**src/rtl/spi_port_pkg.sv**
```systemverilog
package spi_port_pkg;
    localparam int DATA_W = 8;
    localparam int DIV_W  = 8;
    localparam int ADDR_W = 2;

    typedef enum logic [1:0] {
        NSS_OFF  = 2'b00,
        NSS_IN   = 2'b01,
        NSS_OUT  = 2'b10,
        NSS_RSVD = 2'b11
    } nss_mode_e;

    typedef enum logic [ADDR_W-1:0] {
        A_CTRL = 2'd0,
        A_CFG  = 2'd1,
        A_RATE = 2'd2,
        A_DATA = 2'd3
    } reg_addr_e;

    typedef struct packed {
        logic              en;
        nss_mode_e         mode;
        logic              nss_lvl;
        logic              master;
        logic              cpol;
        logic              cpha;
        logic [DIV_W-1:0]  div;
        logic [DATA_W-1:0] tx;
        logic              tx_full;
        logic [DATA_W-1:0] rx;
        logic              rx_full;
        logic              f_done;
        logic              f_wcol;
        logic              f_ovr;
        logic              f_modf;
    } regs_t;
endpackage

```
**src/rtl/spi_in_sync.sv**
```systemverilog
module spi_in_sync #(
    parameter int            W       = 3,
    parameter logic [W-1:0]  RST_VAL = '0
) (
    input  logic         clk,
    input  logic         rst_n,
    input  logic [W-1:0] din,
    output logic [W-1:0] dout
);
    for (genvar i = 0; i < W; i++) begin : g_bit
        logic [1:0] stg_q;
        always_ff @(posedge clk or negedge rst_n) begin
            if (!rst_n) stg_q <= {2{RST_VAL[i]}};
            else        stg_q <= {stg_q[0], din[i]};
        end
        assign dout[i] = stg_q[1];
    end
endmodule

```
**src/rtl/spi_shift_engine.sv**
```systemverilog
module spi_shift_engine #(
    parameter int DW   = 8,
    parameter int DIVW = 8
) (
    input  logic            clk,
    input  logic            rst_n,
    input  logic            en,
    input  logic            master,
    input  logic            cpol,
    input  logic            cpha,
    input  logic [DIVW-1:0] div,
    input  logic            slave_sel,
    input  logic            sck_s,
    input  logic            din_s,
    input  logic            miso_i,
    input  logic            abort,
    input  logic            load,
    input  logic [DW-1:0]   tx_byte,
    output logic            take,
    output logic            busy,
    output logic            done,
    output logic [DW-1:0]   rx_byte,
    output logic            sck_o,
    output logic            dout
);
    localparam int             EW    = $clog2(2 * DW);
    localparam logic [EW-1:0]  ELAST = EW'(2 * DW - 1);

    typedef struct packed {
        logic [DW-1:0]   sh;
        logic [DW-1:0]   rs;
        logic [EW-1:0]   e;
        logic            busy;
        logic            sck;
        logic            mout;
        logic [DIVW-1:0] cnt;
        logic            sck_prev;
    } eng_t;

    eng_t q, d;
    logic edge_c;

    always_comb begin
        d        = q;
        take     = 1'b0;
        done     = 1'b0;
        edge_c   = 1'b0;
        d.sck_prev = sck_s;
        if (!en || abort) begin
            d.busy = 1'b0;
            d.e    = '0;
            d.cnt  = '0;
            d.sck  = cpol;
        end else if (master) begin
            if (!q.busy) begin
                d.cnt = '0;
                d.sck = cpol;
                d.e   = '0;
                if (load) begin
                    d.sh   = tx_byte;
                    d.busy = 1'b1;
                    take   = 1'b1;
                end
            end else if (q.cnt == div) begin
                d.cnt  = '0;
                d.sck  = ~q.sck;
                edge_c = 1'b1;
            end else begin
                d.cnt = q.cnt + 1'b1;
            end
        end else begin
            d.sck = cpol;
            d.cnt = '0;
            if (!slave_sel) d.e = '0;
            else            edge_c = (sck_s != q.sck_prev);
            if (!q.busy && q.e == '0 && load && !edge_c) begin
                d.sh   = tx_byte;
                d.busy = 1'b1;
                take   = 1'b1;
            end
        end
        if (edge_c) begin
            if (q.e[0] == cpha) begin
                d.rs = {q.rs[DW-2:0], master ? miso_i : din_s};
            end else begin
                if (cpha) d.mout = q.sh[DW-1];
                d.sh = {q.sh[DW-2:0], 1'b0};
            end
            if (q.e == ELAST) begin
                done   = 1'b1;
                d.busy = 1'b0;
                d.e    = '0;
            end else begin
                d.e = q.e + 1'b1;
            end
        end
    end

    always_ff @(posedge clk or negedge rst_n) begin
        if (!rst_n) q <= '0;
        else        q <= d;
    end

    assign busy    = q.busy;
    assign rx_byte = d.rs;
    assign sck_o   = q.sck;
    assign dout    = cpha ? q.mout : q.sh[DW-1];

    // a master at rest holds its clock at the polarity level
    a_r4_idle_level: assert property (@(posedge clk) disable iff (!rst_n)
        (en && master && !q.busy && $past(en && master && !q.busy) && $stable(cpol))
        |-> (q.sck == cpol));

    // between divider terminal counts the serial clock level is held
    a_r3_half_period_hold: assert property (@(posedge clk) disable iff (!rst_n)
        (en && master && !abort && q.busy && q.cnt != div) |=> $stable(q.sck));
endmodule

```
**src/rtl/spi_reg_file.sv**
```systemverilog
module spi_reg_file
    import spi_port_pkg::*;
(
    input  logic              clk,
    input  logic              rst_n,
    input  logic [ADDR_W-1:0] bus_addr,
    input  logic              bus_wr,
    input  logic              bus_rd,
    input  logic [DATA_W-1:0] bus_wdata,
    output logic [DATA_W-1:0] bus_rdata,
    output logic              irq,
    input  logic              nss_s,
    input  logic              take,
    input  logic              done,
    input  logic              busy,
    input  logic [DATA_W-1:0] rx_byte,
    output logic              en,
    output logic              master,
    output logic              cpol,
    output logic              cpha,
    output nss_mode_e         mode,
    output logic              nss_lvl,
    output logic [DIV_W-1:0]  div,
    output logic [DATA_W-1:0] tx_byte,
    output logic              tx_full,
    output logic              fault
);
    regs_t q, d;
    logic  rd_data;

    always_comb begin
        d       = q;
        rd_data = bus_rd && (bus_addr == A_DATA);
        fault   = q.en && q.master && (q.mode == NSS_IN) && !nss_s;
        if (take) d.tx_full = 1'b0;
        if (rd_data) d.rx_full = 1'b0;
        if (bus_wr) begin
            case (bus_addr)
                A_CTRL: begin
                    d.en      = bus_wdata[0];
                    d.mode    = nss_mode_e'(bus_wdata[2:1]);
                    d.nss_lvl = bus_wdata[3];
                    if (bus_wdata[4]) d.f_done = 1'b0;
                    if (bus_wdata[5]) d.f_wcol = 1'b0;
                    if (bus_wdata[6]) d.f_ovr  = 1'b0;
                    if (bus_wdata[7]) d.f_modf = 1'b0;
                end
                A_CFG: begin
                    d.master = bus_wdata[0];
                    d.cpol   = bus_wdata[1];
                    d.cpha   = bus_wdata[2];
                end
                A_RATE: d.div = bus_wdata;
                default: begin
                    if (q.tx_full) begin
                        d.f_wcol = 1'b1;
                    end else begin
                        d.tx      = bus_wdata;
                        d.tx_full = 1'b1;
                    end
                end
            endcase
        end
        if (done) begin
            d.f_done = 1'b1;
            if (q.rx_full && !rd_data) begin
                d.f_ovr = 1'b1;
            end else begin
                d.rx      = rx_byte;
                d.rx_full = 1'b1;
            end
        end
        if (fault) begin
            d.master = 1'b0;
            d.f_modf = 1'b1;
        end
    end

    always_ff @(posedge clk or negedge rst_n) begin
        if (!rst_n) q <= '0;
        else        q <= d;
    end

    always_comb begin
        case (bus_addr)
            A_CTRL:  bus_rdata = {q.f_modf, q.f_ovr, q.f_wcol, q.f_done,
                                  q.nss_lvl, q.mode, q.en};
            A_CFG:   bus_rdata = {busy, q.tx_full, q.rx_full, 2'b00,
                                  q.cpha, q.cpol, q.master};
            A_RATE:  bus_rdata = q.div;
            default: bus_rdata = q.rx;
        endcase
    end

    assign irq     = q.en && (q.f_done || q.f_wcol || q.f_ovr || q.f_modf);
    assign en      = q.en;
    assign master  = q.master;
    assign cpol    = q.cpol;
    assign cpha    = q.cpha;
    assign mode    = q.mode;
    assign nss_lvl = q.nss_lvl;
    assign div     = q.div;
    assign tx_byte = q.tx;
    assign tx_full = q.tx_full;

    // a data write into a full transmit holding register flags and drops
    a_r6_wcol_drop: assert property (@(posedge clk) disable iff (!rst_n)
        (bus_wr && bus_addr == A_DATA && q.tx_full) |=> (q.f_wcol && $stable(q.tx)));

    // completion into a full receive holding register keeps the old byte
    a_r7_overrun_keep: assert property (@(posedge clk) disable iff (!rst_n)
        (done && q.rx_full && !rd_data) |=> (q.f_ovr && $stable(q.rx)));

    // contention on the select input removes the master role
    a_r10_mode_fault: assert property (@(posedge clk) disable iff (!rst_n)
        fault |=> (!q.master && q.f_modf));

    // the shift engine reports busy right after it accepts a byte
    a_r5_busy_after_take: assert property (@(posedge clk) disable iff (!rst_n)
        (take && !fault && en) |=> busy);
endmodule

```
**src/rtl/spi_port.sv**
```systemverilog
module spi_port
    import spi_port_pkg::*;
(
    input  logic              clk,
    input  logic              rst_n,
    input  logic [ADDR_W-1:0] bus_addr,
    input  logic              bus_wr,
    input  logic              bus_rd,
    input  logic [DATA_W-1:0] bus_wdata,
    output logic [DATA_W-1:0] bus_rdata,
    output logic              irq,
    input  logic              sck_i,
    output logic              sck_o,
    output logic              sck_oe,
    input  logic              mosi_i,
    output logic              mosi_o,
    output logic              mosi_oe,
    input  logic              miso_i,
    output logic              miso_o,
    output logic              miso_oe,
    input  logic              nss_i,
    output logic              nss_o,
    output logic              nss_oe
);
    logic [2:0]        sync_out;
    logic              sck_s, din_s, nss_s;
    logic              en, master, cpol, cpha, nss_lvl, tx_full, fault;
    nss_mode_e         mode;
    logic [DIV_W-1:0]  div;
    logic [DATA_W-1:0] tx_byte, rx_byte;
    logic              take, busy, done, slave_sel, dout;

    spi_in_sync #(.W(3), .RST_VAL(3'b100)) u_sync (
        .clk(clk), .rst_n(rst_n),
        .din({nss_i, mosi_i, sck_i}),
        .dout(sync_out)
    );
    assign {nss_s, din_s, sck_s} = sync_out;

    spi_reg_file u_regs (
        .clk(clk), .rst_n(rst_n),
        .bus_addr(bus_addr), .bus_wr(bus_wr), .bus_rd(bus_rd),
        .bus_wdata(bus_wdata), .bus_rdata(bus_rdata), .irq(irq),
        .nss_s(nss_s), .take(take), .done(done), .busy(busy),
        .rx_byte(rx_byte), .en(en), .master(master), .cpol(cpol),
        .cpha(cpha), .mode(mode), .nss_lvl(nss_lvl), .div(div),
        .tx_byte(tx_byte), .tx_full(tx_full), .fault(fault)
    );

    assign slave_sel = (mode != NSS_IN) || !nss_s;

    spi_shift_engine #(.DW(DATA_W), .DIVW(DIV_W)) u_eng (
        .clk(clk), .rst_n(rst_n), .en(en), .master(master),
        .cpol(cpol), .cpha(cpha), .div(div), .slave_sel(slave_sel),
        .sck_s(sck_s), .din_s(din_s), .miso_i(miso_i), .abort(fault),
        .load(tx_full), .tx_byte(tx_byte), .take(take), .busy(busy),
        .done(done), .rx_byte(rx_byte), .sck_o(sck_o), .dout(dout)
    );

    assign sck_oe  = en && master;
    assign mosi_o  = dout;
    assign mosi_oe = en && master;
    assign miso_o  = dout;
    assign miso_oe = en && !master && slave_sel;
    assign nss_o   = nss_lvl;
    assign nss_oe  = en && master && (mode == NSS_OUT);
endmodule

```
**config.mk**
```make
export PLATFORM = sky130hd
export DESIGN_NAME = spi_port
export DESIGN_NICKNAME = d
export VERILOG_FILES = /design/src/rtl/spi_port_pkg.sv /design/src/rtl/spi_in_sync.sv /design/src/rtl/spi_shift_engine.sv /design/src/rtl/spi_reg_file.sv /design/src/rtl/spi_port.sv
export SDC_FILE = /design/constraint.sdc
export NUM_CORES = 1
export LEC_CHECK = 0
export CORE_MARGIN = 5
export CORE_UTILIZATION = 35
export CTS_CLUSTER_SIZE = 20
export DETAILED_ROUTE_END_ITERATION = 6
export DONT_BUFFER_PORTS = 1
export GPL_ROUTABILITY_DRIVEN = 0
export SLEW_MARGIN = 20
export SYNTH_ARGS = -nofsm -noshare
export SYNTH_HDL_FRONTEND = slang
export SYNTH_SLANG_ARGS = --single-unit
```
**constraint.sdc**
```tcl
create_clock -name clk -period 2.6 [get_ports clk]
set_clock_uncertainty 0.1 [all_clocks]
set_input_delay 0 -clock clk [delete_from_list [all_inputs] [get_ports clk]]
set_output_delay 0 -clock clk [all_outputs]
set_load 0.02 [all_outputs]
```
==> results by group, run 1 <==
Outcome
  • Outcome: finished, final reports clean

Place
  • Area after DPL: 0.00387 sq mm
  • Number of buffers added on ports: 0
  • Post-DP HPWL: 5930 um
  • Placed cells: roughly 430
  • Place WS: 0.161 ns

GRT
  • Initial antenna violation count: 0
  • Global-route wire length before repair: 13500 um
  • Grt total ovfl: 0
  • Number of global-route vias before repair: ~2.5k
  • Gr usage total: between 10 and 15%
  • Largest net degree at the start of global routing: between 70 and 80

Clock network
  • CTS tree: built
  • Max Buffers Root-to-Sink: 2
  • Root Buffer: clkbuf_8
  • Post-CTS Resized: 0
  • Clock slew seen by the registers of the worst setup and hold paths: roughly 0.090 ns
  • Max H-tree Level: 3
  • Cts bufs inserted: 9
  • Clock sink count: 75
  • Clk Latency, worst-skew pair: between 0.3 and 0.4 ns

Logic synthesis
  • Most used DFF post-synth: dfrtp_1
  • Yosys cell types: 47
  • Post-synth EDFFs: 0
  • Post-Synthesis Cell Area: 0.00370 sq mm
  • Post-synth top cells: dfrtp_1, mux2_2, mux2i_1, nand2_1, nand3_1
  • Synthesized instance count: 301
  • Syn_nets: 328
  • Area share of the largest cell type after synthesis: 49.4%
  • FFs w/ async S/R, synth: 100%
  • Sequential fraction of the synthesis area: 50.8%
  • Ys Warns: 0
  • Mean Syn Cell Area: approximately 12 sq um
  • Cell taking the most area after synthesis: dfrtp_1
  • Seq cells post-synth: 75
  • Area contributors post-synth: dfrtp_1, mux2_2, mux2i_1
  • Most frequent cell after synthesis: dfrtp_1

STA
  • Max Clock Freq: 408 MHz
  • Slew @ Worst Pin: 0.685 ns
  • Relative slew slack: 53.8%
  • Final setup viols: 0
  • Fin. max-slew vios: 0
  • Final setup margin: 0.148 ns
  • Min Tclk post-route: 2.45 ns
  • Fin. Hold Viols: 0
  • Fin crit share: 94.3%
  • Setup total negative slack: 0 ns
  • RSZ-0062 raised after global routing: false

Power and ir drop
  • Sw Ratio: between 30% and 40%
  • Worst VDD drop: 0.294 mV
  • Reported net switching power: 1100 uW
  • Clock share of power: 28.2%
  • Internal: roughly 2500 uW
  • Combinational share of power: 25.2%
  • P_leak: 0.00189 uW
  • Reg power frac: 46.5%
  • Power density cells: roughly 830 mW/mm^2

Critical path
  • R2R Setup Slk: 0.15 ns
  • Startpoint types: flop
  • Crit Path Category: flop to flop
  • Crit Path Max Fanout: 9
  • Worst Path Arrival: 2.60 ns
  • Endpoint class of the critical path: flop
  • Worst path required time: between 2 and 3 ns

Floorplan
  • Top Ports: 35
  • Core Area: 0.0103 sq mm
  • Die Span Y: 113 um
  • Initial core utilization: a little over a third
  • Die width: 113 um
  • Die Area: 0.0127 sq mm
  • Row cnt: 37

Detailed routing
  • Number of remaining DRC errors: 0
  • Initial DRC count: approximately 120
  • Drt wl/cell: 17.5 um
  • Pre-Repair DR Iteration Count: 4
  • DR vias/cell: 5.11
  • Final wirelength: approximately 8200 um
  • ANT nets after route: 0
  • Via count: between 2k and 2.5k

Hold path
  • Hold Path Class: primary input to flop

Final layout
  • Share of layout cells above drive strength 1: 26.7%
  • Area of the multi-input gates: roughly 0.0017 sq mm
  • FILL cells: 956
  • Finished Layout Cells: 469
  • Design Area, Final: approximately 0.0043 sq mm
  • Sequential cell area: 0.00188 sq mm
  • Area grow syn2layout: 16.2%
  • Nets: 355
  • Ant diodes: 0

Run
  • Max-cap violations: 0
## worst paths after layout
| path | start | end | depth (start not counted) |
|---|---|---|---|
| min reg2reg | u_sync.g_bit[1].stg_q[0]$_DFF_PN0_ | u_sync.g_bit[1].stg_q[1]$_DFF_PN0_ | 0 |
| max reg2reg | u_sync.g_bit[2].stg_q[1]$_DFF_PN1_ | u_eng.q[30]$_DFF_PN0_ | 5 |
| min in group asynchronous | rst_n | u_regs.q[11]$_DFFE_PN0P_ | 2 |
| max | u_sync.g_bit[2].stg_q[1]$_DFF_PN1_ | u_eng.q[30]$_DFF_PN0_ | 5 |
| min | bus_wr | u_regs.tx_full$_DFF_PN0_ | 2 |
| max in group asynchronous | rst_n | u_sync.g_bit[2].stg_q[0]$_DFF_PN1_ | 2 |
## metal layers
layer	GRT usage, %	share of wire (%)	vias to the layer above
met4	5.29	1.8	0
li1	-	-	1130
met5	0	0	-
met3	3.26	6.2	11
met2	20.9	48	57
met1	18.4	44	1197
## flip-flops by register name, summed over array words and instances, names as in the netlist
register / flops
u_regs.tx_byte: 8
u_regs.nss_lvl: 1
u_eng.busy: 1
u_regs.cpol: 1
u_eng.q: 30
u_regs.tx_full: 1
u_regs.master: 1
u_sync.g_bit.stg_q: 6
u_eng.sck_o: 1
u_regs.en: 1
u_regs.q: 13
u_regs.div: 8
u_regs.mode: 2
u_regs.cpha: 1
## cell type report
type | instances | share of cell area [%]
clock buffer | 9 | 2.88
inverter | 17 | 1.48
tap | 136 | 3.96
sequential | 75 | 43.7
clock inverter | 7 | 2.30
timing repair buffer | 27 | 6.22
multi-input combinational | 198 | 39.5
## power by group through the flow
stage | Sequential, uW | Clock, uW | Combinational, uW
detailed placement | 1680 | 0 | 843
CTS | 1660 | 1030 | 905
floorplan | 1600 | 0 | 723
finish | 1650 | 1000 | 898
global placement | 1670 | 0 | 822
global route | 1690 | 1090 | 982
## what timing repair did
action | 4_1_cts | 5_1_grt
endpoints found under the hold margin | 108 | 0
hold buffers | 19 | 0
setup buffers | 0 | 0
## critical path, stage by stage (launching register included)
cell and delay (ns):
dfstp_2 0.53, and3b_2 0.25, o2111ai_1 0.22, a211oi_4 0.59
mux2_2 0.40, mux2_2 0.26
## per-stage QoR
stage | total power [uW] | util, % | hold slack (ns)
floorplan | 2320 | - | -0.396
global placement | 2500 | 37.5 | -0.393
detailed placement | 2530 | 37.5 | -0.392
CTS | 3600 | 41.7 | 0.0542
global route | 3770 | 41.7 | 0.0735
finish | 3560 | 41.7 | 0.0491
## kinds of logic after synthesis
| logic type | after synthesis | synth area share (%) |
|---|---|---|
| AOI/OAI and AO/OA | 37 | 8.32 |
| xor gates and xnor gates | 16 | 3.79 |
| muxes | 70 | 20.7 |
| and+or+nand+nor | 66 | 10.0 |
| buffers and inverters | 28 | 3.35 |
| DFF | 75 | 50.8 |
| adders and majority gates | 9 | 3.04 |
## placed cells by master (no fill, tap or decap), drive strengths merged, types with 2 or more instances in the layout
| master | synthesis | final |
|---|---|---|
| dfrtp | 73 | 73 |
| mux2 | 52 | 52 |
| inv | 17 | 19 |
| nand2 | 18 | 18 |
| nand3 | 18 | 18 |
| mux2i | 18 | 18 |
| dlygate4sd3 | 0 | 18 |
| xor2 | 13 | 13 |
| o21ai | 12 | 12 |
| nor2 | 11 | 11 |
| ha | 9 | 9 |
| clkbuf | 6 | 9 |
| buf | 5 | 9 |
| a222oi | 6 | 6 |
| and3 | 5 | 5 |
| xnor2 | 3 | 3 |
| nor4 | 2 | 2 |
| o2111ai | 2 | 2 |
| and2 | 2 | 2 |
| a22oi | 2 | 2 |
| nor3b | 2 | 2 |
| o31ai | 2 | 2 |
| a41oi | 2 | 2 |
| a21oi | 2 | 2 |
| bufinv | 0 | 2 |
| dfstp | 2 | 2 |
| nor4b | 2 | 2 |
| clkinv | 0 | 2 |
Note: power is estimated with default switching activity, not from simulation.
==> inputs of run 2 (changes only) <==
--- a/config.mk
+++ b/config.mk
@@ -11,6 +11,7 @@
 export DETAILED_ROUTE_END_ITERATION = 6
 export DONT_BUFFER_PORTS = 1
 export GPL_ROUTABILITY_DRIVEN = 0
+export PLACE_DENSITY = 0.51
 export SLEW_MARGIN = 20
 export SYNTH_ARGS = -nofsm -noshare
 export SYNTH_HDL_FRONTEND = slang
==> run 2 against run 1 <==
Sequential power about the same. Routed wire length rose by 3.7%. Register-to-register slack gained 0.10 ns. Power shrank 2.4%. Maximum frequency is 4.3% higher. Worst setup slack improved by 0.10 ns. Sequential share of layout area hardly changed. Highest routed layer unchanged.
==> results by group, run 2 (synthesis gave the netlist of run 1 again) <==
Final layout
  • Max FFs per register: 30 (unchanged)
  • Nets: 357 (+0.56%)
  • Sequential cell area: 0.00188 sq mm (unchanged)
  • Ant diodes: 0 (unchanged)
  • Design Area, Final: 0.00431 sq mm (about the same)
  • Share of layout cells above drive strength 1: 27.2% (+0.44 points)
  • Register with the highest flop count: u_eng.q
  • Area of the multi-input gates: 0.00170 sq mm (unchanged)
  • Most common cell after layout, fill and taps aside: dfrtp_1
  • Top flop regs: u_eng.q: 30 flops, u_regs.q: 13 flops
  • Commonest non-fill, non-tap cells in the layout: dfrtp_1, mux2_2
  • Area grow syn2layout: 16.3% (about the same)
  • FILL cells: 1008 (+5.4%)

Critical path
  • Startpoint types: flop
  • Worst Path Arrival: 2.49 ns (-0.11 ns)
  • Worst path required time: 2.74 ns (about the same)
  • R2R depth: 6 (+1)
  • FF-to-FF End: u_eng.q[25]$_DFF_PN0_
  • Crit Path Category: flop to flop
  • CP Launch Point: u_sync.g_bit[0].stg_q[1]$_DFF_PN0_
  • FF-to-FF Start: u_sync.g_bit[0].stg_q[1]$_DFF_PN0_
  • Endpoint class of the critical path: flop
  • CP endpoint: u_eng.q[25]$_DFF_PN0_
  • R2R Setup Slk: 0.25 ns (+0.10 ns)
  • Crit Path Max Fanout: 9 (unchanged)

Power and ir drop
  • Worst VDD drop: 0.337 mV (+15%)
  • P_leak: 0.00189 uW (+0.38%)
  • Power density cells: 806 mW/mm^2 (-2.5%)

Detailed routing
  • Wire length on met1: 4040 um (+11%)
  • Met2 wire length: 3950 um (+1.0%)
  • DR vias/cell: 5.09 (-0.34%)
  • Met3 wire length: 371 um (-27%)
  • Via count: 2397 (+0.084%)
  • Pre-Repair DR Iteration Count: 5 (+1)
  • Drt wl/cell: 18.1 um (+3.2%)
  • Initial DRC count: 123 (+4.2%)
  • ANT nets after route: 0 (unchanged)
  • Final wirelength: 8510 um (+3.7%)
  • Highest metal used: met4
  • Number of remaining DRC errors: 0 (unchanged)

Clock network
  • Root Buffer: clkbuf_8
  • Clock slew seen by the registers of the worst setup and hold paths: 0.09 ns (about the same)
  • Post-CTS Resized: 0 (unchanged)
  • Clock sink count: 75 (unchanged)
  • Max H-tree Level: 3 (unchanged)
  • Max Buffers Root-to-Sink: 2 (unchanged)
  • Cts bufs inserted: 9 (unchanged)
  • CTS tree: built
  • Clk Latency, worst-skew pair: 0.35 ns (about the same)

Hold path
  • Hold path cells: 2 (unchanged)
  • Hold Path Class: primary input to flop

STA
  • Max Clock Freq: 426 MHz (+4.3%)
  • Setup total negative slack: 0 ns (unchanged)
  • Final setup viols: 0 (unchanged)
  • Min Tclk post-route: 2.35 ns (-0.102 ns)
  • Fin. max-slew vios: 0 (unchanged)
  • Fin crit share: 90.4% (-3.9 points)
  • Slew @ Worst Pin: 0.669 ns (-0.0163 ns)
  • Relative slew slack: 54.9% (+1.1 points)
  • RSZ-0062 raised after global routing: false
  • Fin. Hold Viols: 0 (unchanged)

Floorplan
  • Die Area: 0.0127 sq mm (unchanged)
  • Core Area: 0.0103 sq mm (unchanged)
  • Die Span Y: 113 um (unchanged)
  • Top Ports: 35 (unchanged)
  • Die width: 113 um (unchanged)
  • Initial core utilization: 35.9% (unchanged)
  • Row cnt: 37 (unchanged)

GRT
  • Largest net degree at the start of global routing: 76 (unchanged)
  • Gr usage total: 13.8% (+0.27 points)
  • Global-route wire length before repair: 13700 um (+1.2%)
  • Initial antenna violation count: 0 (unchanged)
  • Number of global-route vias before repair: 2461 (-1.5%)
  • Grt total ovfl: 0 (unchanged)

Place
  • Number of buffers added on ports: 0 (unchanged)
  • Area after DPL: 0.00390 sq mm (+0.71%)
  • Post-DP HPWL: 6000 um (+1.3%)

Run
  • Max-cap violations: 0 (unchanged)

Outcome
  • Outcome: finished, final reports clean
## run 2: metrics by stage
stage	setup slack [ns]	cells	utilization (%)	power, uW	hold WS [ns]
floorplan	0.406	301	-	2320	-0.396
global placement	0.271	436	37.8	2520	-0.393
detailed placement	0.264	436	37.8	2530	-0.392
CTS	0.231	471	41.7	3530	0.0329
global route	0.158	471	41.7	3680	0.0684
finish	0.250	471	41.7	3470	0.0699
## run 2: worst min path at each step
stage | from | to | slack, ns
final | bus_wr | u_regs.div[2]$_DFFE_PN0P_ | 0.07
after detailed placement | rst_n | u_sync.g_bit[0].stg_q[0]$_DFF_PN0_ | -0.39
after global routing | nss_i | u_sync.g_bit[2].stg_q[0]$_DFF_PN1_ | 0.07
after floorplan | rst_n | u_eng.busy$_DFF_PN0_ | -0.40
after global placement | rst_n | u_sync.g_bit[0].stg_q[0]$_DFF_PN0_ | -0.39
after CTS | bus_wr | u_regs.div[2]$_DFFE_PN0P_ | 0.03
## run 2: metal layers
| layer | vias up | track usage (%) |
|---|---|---|
| met5 | - | 0 |
| met4 | 0 | 5.05 |
| met3 | 11 | 3.32 |
| met2 | 38 | 21.1 |
| met1 | 1205 | 19.1 |
| li1 | 1143 | - |
## run 2: cell type report
type                    instances  share of cell area (%)
clock inverters                 7                    1.74
inverters                      17                    1.48
repair buffers                 29                    6.86
multi-input cells             198                    39.4
clock buffers                   9                    2.88
well taps                     136                    3.95
flip-flops and latches         75                    43.7
## run 2: worst max-delay path, cell delays in order, from the launching register on
cell and delay (ns):
dfrtp_1 0.41, xnor2_1 0.40, o2111ai_1 0.25, a211oi_4 0.26
buf_4 0.21, mux2_2 0.34, mux2_2 0.26
## run 2: report_power, final
| group | total, uW | internal (uW) | switching, uW |
|---|---|---|---|
| Combinational | 906 | 489 | 417 |
| Sequential | 1660 | 1430 | 227 |
| Clock | 910 | 450 | 460 |
| Total | 3470 | 2370 | 1100 |
## run 2: timing repair
| action | 4_1_cts | 5_1_grt |
|---|---|---|
| buffers inserted | 0 | 0 |
| endpoints found under the hold margin | 108 | 0 |
| setup endpoints to repair | 0 | 0 |
| hold buffers | 19 | 0 |
